==> src/rtl/fld_pkg.sv <==
`timescale 1ns/1ps
// fld_pkg: shared types for the fast level monitor.
// Assumes a 4-bit coarse code and a 4-bit output word.
package fld_pkg;
    localparam int FD_W   = 4;
    localparam int CODE_W = 4;

    typedef enum logic [2:0] {
        MODE_MAG          = 3'b000,
        MODE_MAG3_OVR     = 3'b001,
        MODE_MAG2_OVR_LO  = 3'b010,
        MODE_MAG1_CUP     = 3'b011,
        MODE_FLAGS        = 3'b100,
        MODE_GAIN         = 3'b101
    } fd_mode_e;

    typedef struct packed {
        logic ovr;
        logic c_up;
        logic f_up;
        logic f_low;
    } level_flags_t;
endpackage

==> src/rtl/fld_magnitude.sv <==
`timescale 1ns/1ps
// fld_magnitude: absolute value of a two's-complement sample.
// The most negative code saturates to the largest positive magnitude,
// so the result always fits in DATA_W-1 bits. Purely combinational.
module fld_magnitude #(
    parameter int DATA_W = 14,
    localparam int MAG_W = DATA_W - 1
) (
    input  logic [DATA_W-1:0] sample,
    output logic [MAG_W-1:0]  mag
);
    logic [DATA_W-1:0] abs_full;

    // Negate negative samples, then saturate the one code that overflows.
    always_comb begin
        abs_full = sample[DATA_W-1] ? (~sample + 1'b1) : sample;
        mag      = abs_full[DATA_W-1] ? {MAG_W{1'b1}} : abs_full[MAG_W-1:0];
    end
endmodule

==> src/rtl/fld_compare.sv <==
`timescale 1ns/1ps
// fld_compare: derives level flags from the magnitude and coarse code.
// Assumes thresholds are static or change slowly; strict compares.
module fld_compare
    import fld_pkg::*;
#(
    parameter int MAG_W = 13
) (
    input  logic [MAG_W-1:0]  mag,
    input  logic [CODE_W-1:0] coarse,
    input  logic [MAG_W-1:0]  hi_thr,
    input  logic [MAG_W-1:0]  lo_thr,
    input  logic [CODE_W-1:0] coarse_thr,
    output level_flags_t      flags,
    output logic [CODE_W-1:0] code
);
    localparam logic [CODE_W-1:0] CODE_MAX = CODE_W'(1) << (CODE_W - 1);

    // Clamp the coarse code to its top legal level.
    always_comb code = (coarse > CODE_MAX) ? CODE_MAX : coarse;

    // Threshold and full-scale decisions on the sign-free magnitude.
    always_comb begin
        flags.ovr   = &mag;
        flags.f_up  = mag > hi_thr;
        flags.f_low = mag < lo_thr;
        flags.c_up  = code > coarse_thr;
    end
endmodule

==> src/rtl/fld_mode_mux.sv <==
`timescale 1ns/1ps
// fld_mode_mux: places coarse code bits and flags on the four outputs
// according to the mode field. Reserved modes yield an all-zero word.
module fld_mode_mux
    import fld_pkg::*;
(
    input  logic [2:0]        mode,
    input  logic [CODE_W-1:0] code,
    input  level_flags_t      flags,
    output logic [FD_W-1:0]   word
);
    // Select the bit assignment for the current mode.
    always_comb begin
        case (mode)
            MODE_MAG:         word = code;
            MODE_MAG3_OVR:    word = {code[3:1], flags.ovr};
            MODE_MAG2_OVR_LO: word = {code[3:2], flags.ovr, flags.f_low};
            MODE_MAG1_CUP:    word = {code[3], flags.c_up, flags.ovr, flags.f_low};
            MODE_FLAGS:       word = {flags.ovr, flags.c_up, flags.f_up, flags.f_low};
            MODE_GAIN:        word = {flags.ovr, flags.f_up, flags.f_low, flags.f_up};
            default:          word = '0;
        endcase
    end
endmodule

==> src/rtl/fld_delay_line.sv <==
`timescale 1ns/1ps
// fld_delay_line: shift register with two selectable taps.
// Assumes 1 <= SHORT_LAT <= LONG_LAT. Synchronous active-low reset.
module fld_delay_line #(
    parameter int W         = 4,
    parameter int SHORT_LAT = 2,
    parameter int LONG_LAT  = 6
) (
    input  logic         clk,
    input  logic         rst_n,
    input  logic         long_sel,
    input  logic [W-1:0] d,
    output logic [W-1:0] q
);
    logic [W-1:0] stage [LONG_LAT];

    // Shift the word one stage per clock; clear every stage on reset.
    always_ff @(posedge clk) begin
        if (!rst_n) begin
            for (int k = 0; k < LONG_LAT; k++) stage[k] <= '0;
        end else begin
            stage[0] <= d;
            for (int k = 1; k < LONG_LAT; k++) stage[k] <= stage[k-1];
        end
    end

    // Pick the output tap.
    assign q = long_sel ? stage[LONG_LAT-1] : stage[SHORT_LAT-1];
endmodule

==> src/rtl/fast_level_monitor.sv <==
`timescale 1ns/1ps
// fast_level_monitor: fast overrange detect for an ADC sample stream.
// Computes a magnitude, level flags and a mode-dependent output word,
// then delays it by 2 or 6 cycles. Assumes configuration inputs change
// only between bursts of interest; they are sampled like the data.
module fast_level_monitor
    import fld_pkg::*;
#(
    parameter int DATA_W    = 14,
    parameter int SHORT_LAT = 2,
    parameter int LONG_LAT  = 6,
    localparam int MAG_W    = DATA_W - 1
) (
    input  logic              clk,
    input  logic              rst_n,
    input  logic [DATA_W-1:0] sample_i,
    input  logic [CODE_W-1:0] coarse_i,
    input  logic [2:0]        mode_i,
    input  logic              enable_i,
    input  logic              long_lat_i,
    input  logic [MAG_W-1:0]  hi_thr_i,
    input  logic [MAG_W-1:0]  lo_thr_i,
    input  logic [CODE_W-1:0] coarse_thr_i,
    output logic [FD_W-1:0]   fd_o
);
    logic [MAG_W-1:0]  mag;
    logic [CODE_W-1:0] code;
    level_flags_t      flags;
    logic [FD_W-1:0]   mux_word;
    logic [FD_W-1:0]   line_in;
    logic              ovr_flag;

    fld_magnitude #(.DATA_W(DATA_W)) u_mag (
        .sample (sample_i),
        .mag    (mag)
    );

    fld_compare #(.MAG_W(MAG_W)) u_cmp (
        .mag        (mag),
        .coarse     (coarse_i),
        .hi_thr     (hi_thr_i),
        .lo_thr     (lo_thr_i),
        .coarse_thr (coarse_thr_i),
        .flags      (flags),
        .code       (code)
    );

    fld_mode_mux u_mux (
        .mode  (mode_i),
        .code  (code),
        .flags (flags),
        .word  (mux_word)
    );

    // Blank the word before it enters the delay line when disabled.
    assign line_in  = enable_i ? mux_word : '0;
    assign ovr_flag = flags.ovr;

    fld_delay_line #(
        .W         (FD_W),
        .SHORT_LAT (SHORT_LAT),
        .LONG_LAT  (LONG_LAT)
    ) u_dly (
        .clk      (clk),
        .rst_n    (rst_n),
        .long_sel (long_lat_i),
        .d        (line_in),
        .q        (fd_o)
    );
endmodule

==> config.mk <==
export PLATFORM = sky130hd
export DESIGN_NAME = fast_level_monitor
export DESIGN_NICKNAME = d
export VERILOG_FILES = /design/src/rtl/fld_pkg.sv /design/src/rtl/fld_magnitude.sv /design/src/rtl/fld_compare.sv /design/src/rtl/fld_mode_mux.sv /design/src/rtl/fld_delay_line.sv /design/src/rtl/fast_level_monitor.sv
export SDC_FILE = /design/constraint.sdc
export NUM_CORES = 1
export LEC_CHECK = 0
export BUFFER_PORTS_ARGS = -buffer_cell sky130_fd_sc_hd__buf_4
export CAP_MARGIN = 0
export CORE_MARGIN = 2
export CORE_UTILIZATION = 45
export CTS_CLUSTER_DIAMETER = 30
export DETAILED_ROUTE_END_ITERATION = 12
export PLACE_DENSITY = 0.67
export SYNTH_ARGS = -nofsm -noshare
export SYNTH_HDL_FRONTEND = slang
export SYNTH_SLANG_ARGS = --single-unit
export TNS_END_PERCENT = 100
==> constraint.sdc <==
create_clock -name clk -period 4.1 [get_ports clk]
set_input_delay 0.82 -clock clk [delete_from_list [all_inputs] [get_ports clk]]
set_output_delay 0.82 -clock clk [all_outputs]
set_load 0.1 [all_outputs]
==> flow_metrics.py, run 1 <==
metrics = {
    "status": {
        "outcome": "complete, no violations",
    },
    "sta": {
        "finalCriticalPeriod_ns": 3.66,
        "fmax_mhz": 273,
        "finalSetupTns_ns": 0,
        "drv_slew": 0,
        "fin_crit_sh_pct": 89.3,
        "hold_viol_final": 0,
        "fin_skew_ns": 0.00381,
        "maxSlewHeadroom_pct": 64.3,
        "worstMarginPinSlew_ns": 0.532,
        "setup_violations": 0,
        "grt_setup_unrepaired": "no",
        "hold_slack_ns": 0.438,
    },
    "clock_network": {
        "ctsResizeCount": 0,
        "clock_latency_ns": 0.26,
        "cts_root_buf": "clkbuf_8",
        "cts_sinks": 24,
        "cts_tree": "done",
        "post_cts_buffers": 0,
        "h-tree-depth": 1,
        "clockBufferDepth": 2,
        "numCtsBuffers": 3,
        "path_clk_slew_ns": 0.08,
        "cts_hold_buf": 0,
    },
    "critical_path": {
        "end_kind": "flip-flop",
        "max_stage_delay_ns": 0.45,
        "critPathLaunchType": "input port",
        "arrival_ns": 3.81,
        "crit_fanout": 8,
        "crit_chain": "buf_4 -> or3_4 -> o41a_1 -> a311o_1 -> and2_2 -> ha_1 -> nand4_1 -> nor2_1 -> a2111oi_0 -> buf_4 -> nor3_1 -> o2111ai_1 -> nand3_1",
        "cp_slowest_cell": "o41a_1",
        "cp.required_ns": 4.25,
        "cpMostUsedCell": "buf_4",
        "crit_type": "in -> reg",
    },
    "placed_design": {
        "gp_congestion": 0.959,
        "portBuffers": 58,
        "dp.final_hpwl_um": 4200,
    },
    "detailed_routing": {
        "final_antenna_net_count": 0,
        "wl_per_cell_um": 13.4,
        "dr.pass1.iters": 4,
        "routed_wl_um": 5050,
        "viasPerCell": 5.42,
        "drc_errors": 0,
        "via_count": 2042,
        "drtIter0Drc": 134,
    },
    "synth": {
        "yosysMostFrequentCell": "inv_1",
        "synth_area_um2": 2130,
        "synth_cells": 266,
        "synth-seq-cells": 24,
        "synth_ff_type": "dfxtp_1",
        "postSynthAreaPerCell_um2": 8.02,
        "yosys-top-cells-count": "inv_1 (32), ha_1 (30), dfxtp_1 (24)",
        "yosysWarnings": 0,
        "synth_top_area_share_pct": 22.5,
        "synth_edf_count": 0,
        "yosysTopAreaCell": "dfxtp_1",
        "synthArstFlopShare_pct": 0,
        "syn_nets": 351,
        "synth_area_leaders": "dfxtp_1 (23%), ha_1 (18%), and2_1 (6.2%)",
        "yosysSeqAreaShare_pct": 22.5,
        "ys_types": 55,
    },
    "floorplanning": {
        "start_util_pct": 45.8,
        "core-area_um2": 4660,
        "dieArea_um2": 5310,
        "dieWidth_um": 72.9,
        "fp-row-count": 25,
        "ios": 59,
        "dieHeight_um": 72.9,
    },
    "global_routing": {
        "grt_start_max_net_pins": 25,
        "grt_pass1_wl_um": 8450,
        "grt_antenna_before_repair": 0,
        "grt_pass1_vias": 1883,
        "grt_usage_pct": 19.7,
        "grt_overflow": 0,
    },
    "power_and_ir_drop": {
        "p_leak_nw": 1.28,
        "ir_drop_uv": 155,
        "p_per_area_nw_per_um2": 227,
    },
    "layout": {
        "insertedDiodeCount": 0,
        "largest-register": "u_dly.stage",
        "reg.largest.list": "u_dly.stage: 24 flops",
        "fin_nets": 409,
        "area_growth_syn_to_layout_pct": 25.3,
        "largest_reg_flops": 24,
        "layout-drive-gt1-share_pct": 24.5,
    },
    "min_path": {
        "hold_path.class": "reg -> reg",
    },
    "flow_run": {
        "cap_violations": 0,
    },
}
==> metrics by stage <==
step | setup slack [ns] | cell area (um^2) | utilization (%) | std cells | power, W
after floorplan | 0.301 | 2130 | - | 266 | 0.000373
after CTS | 0.464 | 2670 | 57.4 | 377 | 0.000609
after detailed placement | 0.208 | 2620 | 56.2 | 373 | 0.000455
after global routing | 0.273 | 2670 | 57.4 | 377 | 0.000649
final | 0.440 | 2670 | 57.4 | 377 | 0.000608
after global placement | 0.208 | 2620 | 56.2 | 373 | 0.000454
==> layer usage <==
layer / GRT usage [%] / vias to the layer above / part of all wire [%]
li1: - / 1062 / -
met1: 27.4 / 905 / 49
met2: 33.6 / 73 / 45
met3: 3.31 / 2 / 5.7
met4: 1.23 / 0 / 0.36
met5: 0 / - / 0
==> area by class of cell <==
cell class                 count  area (um^2)
clock buffer                   4         55.1
inverter                      32          120
multi-input combinational    202         1490
fill                         458         1990
timing repair buffer          61          458
sequential                    24          480
tap                           54         67.6
==> placed cells by master, fill, tap and decap left out, types with 2 or more instances in the layout <==
| cell | instances |
|---|---|
| xor2_1 | 3 |
| nand3_1 | 9 |
| a21oi_1 | 10 |
| o2111ai_1 | 3 |
| nand2_1 | 14 |
| a211o_1 | 2 |
| ha_1 | 30 |
| a31oi_1 | 5 |
| inv_1 | 32 |
| o211ai_1 | 3 |
| nor2b_1 | 7 |
| buf_4 | 61 |
| o21ai_0 | 11 |
| nand2b_1 | 7 |
| nor2_1 | 15 |
| xnor2_1 | 3 |
| nor3_2 | 2 |
| dfxtp_1 | 24 |
| nand4_1 | 10 |
| nor3_1 | 5 |
| and2_1 | 21 |
| or3_1 | 2 |
| mux2_2 | 4 |
| o21a_1 | 6 |
| clkbuf_8 | 4 |
| nor4_1 | 3 |
==> report_power, final <==
part | total [W] | switching (W) | leakage (nW) | internal [W]
clock | 0.000157 | 0.0000710 | 0.0288 | 0.0000856
combinational | 0.000214 | 0.000112 | 1.06 | 0.000102
sequential | 0.000237 | 0.000000913 | 0.194 | 0.000236
==> path summary, 6_finish.rpt <==
path | startpoint | to | slack (ns) | depth (start not counted)
worst min register to register | u_dly.stage[0][17] | u_dly.stage[0][21] | 0.44 | 1
worst max-delay path | sample_i[6] | u_dly.stage[0][1] | 0.44 | 13
worst max register to register | u_dly.stage[0][4] | u_dly.stage[0][8] | 3.54 | 1
worst min-delay path | u_dly.stage[0][17] | u_dly.stage[0][21] | 0.44 | 1
==> cells by family after synthesis <==
kind of cell	after synthesis	synth area share, %
simple gates	103	27.4
compound gates	59	20.4
buf+inv	40	7.51
fa+ha+maj	30	17.6
flops	24	22.5
xor+xnor	6	2.46
mux	4	2.11
==> critical path, delay by kind of cell <==
kind            cells  cell delay (ns)
compound gates      4             1.43
simple gates        6             0.94
buf+inv             2             0.35
fa+ha+maj           1             0.29
(Power assumes the default switching activity.)
==> run 2: changes to the inputs <==
--- a/config.mk
+++ b/config.mk
@@ -8,10 +8,10 @@
 export BUFFER_PORTS_ARGS = -buffer_cell sky130_fd_sc_hd__buf_4
 export CAP_MARGIN = 0
 export CORE_MARGIN = 2
-export CORE_UTILIZATION = 45
+export CORE_UTILIZATION = 53
 export CTS_CLUSTER_DIAMETER = 30
 export DETAILED_ROUTE_END_ITERATION = 12
-export PLACE_DENSITY = 0.67
+export PLACE_DENSITY = 0.78
 export SYNTH_ARGS = -nofsm -noshare
 export SYNTH_HDL_FRONTEND = slang
 export SYNTH_SLANG_ARGS = --single-unit
==> constraint.sdc (replaced) <==
create_clock -name clk -period 3.45 [get_ports clk]
set_input_delay 0.69 -clock clk [delete_from_list [all_inputs] [get_ports clk]]
set_output_delay 0.69 -clock clk [all_outputs]
set_load 0.1 [all_outputs]
==> run 2 against run 1 <==
Against the previous run:
- clock power grew 50%
- cell area is 8.8% higher
- final cell count rose by 5.6%
- wire length rose by 2.7%
- hold slack lost 0.0026 ns
- utilization rose by 16 points
- combinational power rose by 32%
- sequential share of layout area down 1.4 points
- setup slack lost 0.32 ns
- die area decreased by 14%
- power rose by 32%
- global-route usage up 4.1 points
- critical path type unchanged
- highest routed layer unchanged
==> flow_metrics.py, run 2 (same netlist as run 1, synthesis figures left out) <==
metrics = {
    "clock_network": {
        "numCtsBuffers": 3,
        "h-tree-depth": 1,
        "cts_hold_buf": 0,
        "cts_sinks": 24,
        "clockBufferDepth": 2,
        "clock_latency_ns": 0.26,
        "path_clk_slew_ns": 0.08,
        "cts_root_buf": "clkbuf_8",
        "cts_tree": "done",
    },
    "critical_path": {
        "rr_worst_depth": 1,
        "r2r_start": "u_dly.stage[0][4]",
        "crit_start": "sample_i[6]",
        "crit_fanout": 3,
        "cp.required_ns": 3.60,
        "crit_path_end": "u_dly.stage[0][0]",
        "end_kind": "flip-flop",
        "critPathLaunchType": "input port",
        "crit_type": "in -> reg",
        "r2r_slack_ns": 2.89,
        "arrival_ns": 3.47,
        "timing.rr.end": "u_dly.stage[0][8]",
    },
    "status": {
        "outcome": "complete, no violations",
    },
    "sta": {
        "finalCriticalPeriod_ns": 3.33,
        "fin_crit_sh_pct": 96.4,
        "finalSetupTns_ns": 0,
        "fmax_mhz": 301,
        "worstMarginPinSlew_ns": 0.490,
        "hold_viol_final": 0,
        "maxSlewHeadroom_pct": 67.0,
        "setup_violations": 0,
        "fin_skew_ns": 0.00728,
        "grt_setup_unrepaired": "no",
        "drv_slew": 0,
        "hold_slack_ns": 0.435,
    },
    "global_routing": {
        "grt_usage_pct": 23.8,
        "grt_pass1_wl_um": 8390,
        "grt_antenna_before_repair": 0,
        "grt_overflow": 0,
        "grt_start_max_net_pins": 25,
        "grt_pass1_vias": 1910,
    },
    "placed_design": {
        "dp_cells": 394,
        "place_area_um2": 2820,
        "gp_congestion": 0.925,
        "dp.final_hpwl_um": 4290,
        "portBuffers": 58,
    },
    "floorplanning": {
        "fp-row-count": 23,
        "dieArea_um2": 4550,
        "dieWidth_um": 67.4,
        "dieHeight_um": 67.4,
        "ios": 59,
        "core-area_um2": 3940,
        "start_util_pct": 54.1,
    },
    "layout": {
        "mostFrequentLayoutCells": "buf_4 (86), inv_1 (32), ha_1 (30)",
        "final_cells": 398,
        "final_core_util_pct": 73.8,
        "n_fill_cell": 295,
        "fin_nets": 434,
        "reg.largest.list": "u_dly.stage: 24 flops",
        "largest_reg_flops": 24,
        "insertedDiodeCount": 0,
        "area_growth_syn_to_layout_pct": 36.3,
        "final_common_cell": "buf_4",
        "largest-register": "u_dly.stage",
        "fin_area_um2": 2910,
        "layout-drive-gt1-share_pct": 31.0,
    },
    "detailed_routing": {
        "drtIter0Drc": 118,
        "wl_per_cell_um": 13.0,
        "drc_errors": 0,
        "via_count": 2156,
        "viasPerCell": 5.42,
        "routed_wl_um": 5180,
        "dr.pass1.iters": 5,
        "final_antenna_net_count": 0,
    },
    "power_and_ir_drop": {
        "clockPowerShare_pct": 29.4,
        "p_switching_w": 0.000225,
        "p_per_area_nw_per_um2": 275,
        "p_leak_nw": 1.42,
        "combPwrFrac_pct": 35.4,
        "swShare_pct": 28.1,
        "power.internal_w": 0.000576,
        "ir_drop_uv": 141,
        "seqPwrFrac_pct": 35.2,
    },
    "flow_run": {
        "cap_violations": 0,
    },
    "min_path": {
        "hold_path.class": "reg -> reg",
    },
}
-- run 2: worst min path at each step --
| stage | startpoint | end | slack [ns] | cells past startpoint |
|---|---|---|---|---|
| 2_1_floorplan | u_dly.stage[0][8] | u_dly.stage[0][12] | 0.41 | 1 |
| 3_3_place_gp | u_dly.stage[0][0] | u_dly.stage[0][4] | 0.41 | 1 |
| 3_5_place_dp | u_dly.stage[0][1] | u_dly.stage[0][5] | 0.42 | 1 |
| 4_1_cts | u_dly.stage[0][8] | u_dly.stage[0][12] | 0.44 | 1 |
| 5_1_grt | u_dly.stage[0][3] | u_dly.stage[0][7] | 0.46 | 1 |
| 6_report | u_dly.stage[0][8] | u_dly.stage[0][12] | 0.44 | 1 |
-- run 2: worst max-delay path, cell delays in order --
cell       delay (ns)
buf_4            0.11
or3_4            0.39
o41a_1           0.43
a311o_1          0.34
and2_2           0.19
ha_1             0.29
nand4_1          0.14
nor2_1           0.10
a2111oi_4        0.37
o32ai_1          0.16
a32oi_1          0.19
o21ai_1          0.07
-- run 2: cell type report --
cell class                      count  area (um^2)  share of cell area, %
Clock inverter                      1         30.0                   1.03
Clock buffer                        3         41.3                   1.42
Tap cell                           50         62.6                   2.15
Sequential cell                    24          480                   16.5
Timing Repair Buffer               86          646                   22.2
Inverter                           32          120                   4.13
Multi-Input combinational cell    202         1530                   52.5
-- run 2: repair_timing --
| action | in CTS | in global routing |
|---|---|---|
| gates resized for setup | 0 | 3 |
| setup buffers | 0 | 0 |
| endpoints found under the setup margin | 0 | 2 |
-- run 2: power by group through the flow --
stage | clock [W] | sequential [W] | combinational, W
3_5_place_dp | 0 | 0.000288 | 0.000275
5_1_grt | 0.000254 | 0.000282 | 0.000316
4_1_cts | 0.000240 | 0.000282 | 0.000277
3_3_place_gp | 0 | 0.000288 | 0.000269
2_1_floorplan | 0 | 0.000288 | 0.000159
6_report | 0.000236 | 0.000282 | 0.000283
-- run 2: metrics by stage --
| stage | setup WS (ns) | total power, W |
|---|---|---|
| after floorplan | 0.00706 | 0.000446 |
| after global placement | -0.0573 | 0.000557 |
| after detailed placement | -0.157 | 0.000564 |
| after CTS | 0.0988 | 0.000799 |
| after global routing | 0.000884 | 0.000852 |
| final | 0.124 | 0.000801 |
-- run 2: routing by layer --
layer  GRT usage (%)  wire length [um]
met4            3.32                64
met3            3.67               270
met2            38.2              2340
met1            34.2              2510
met5               0                 0
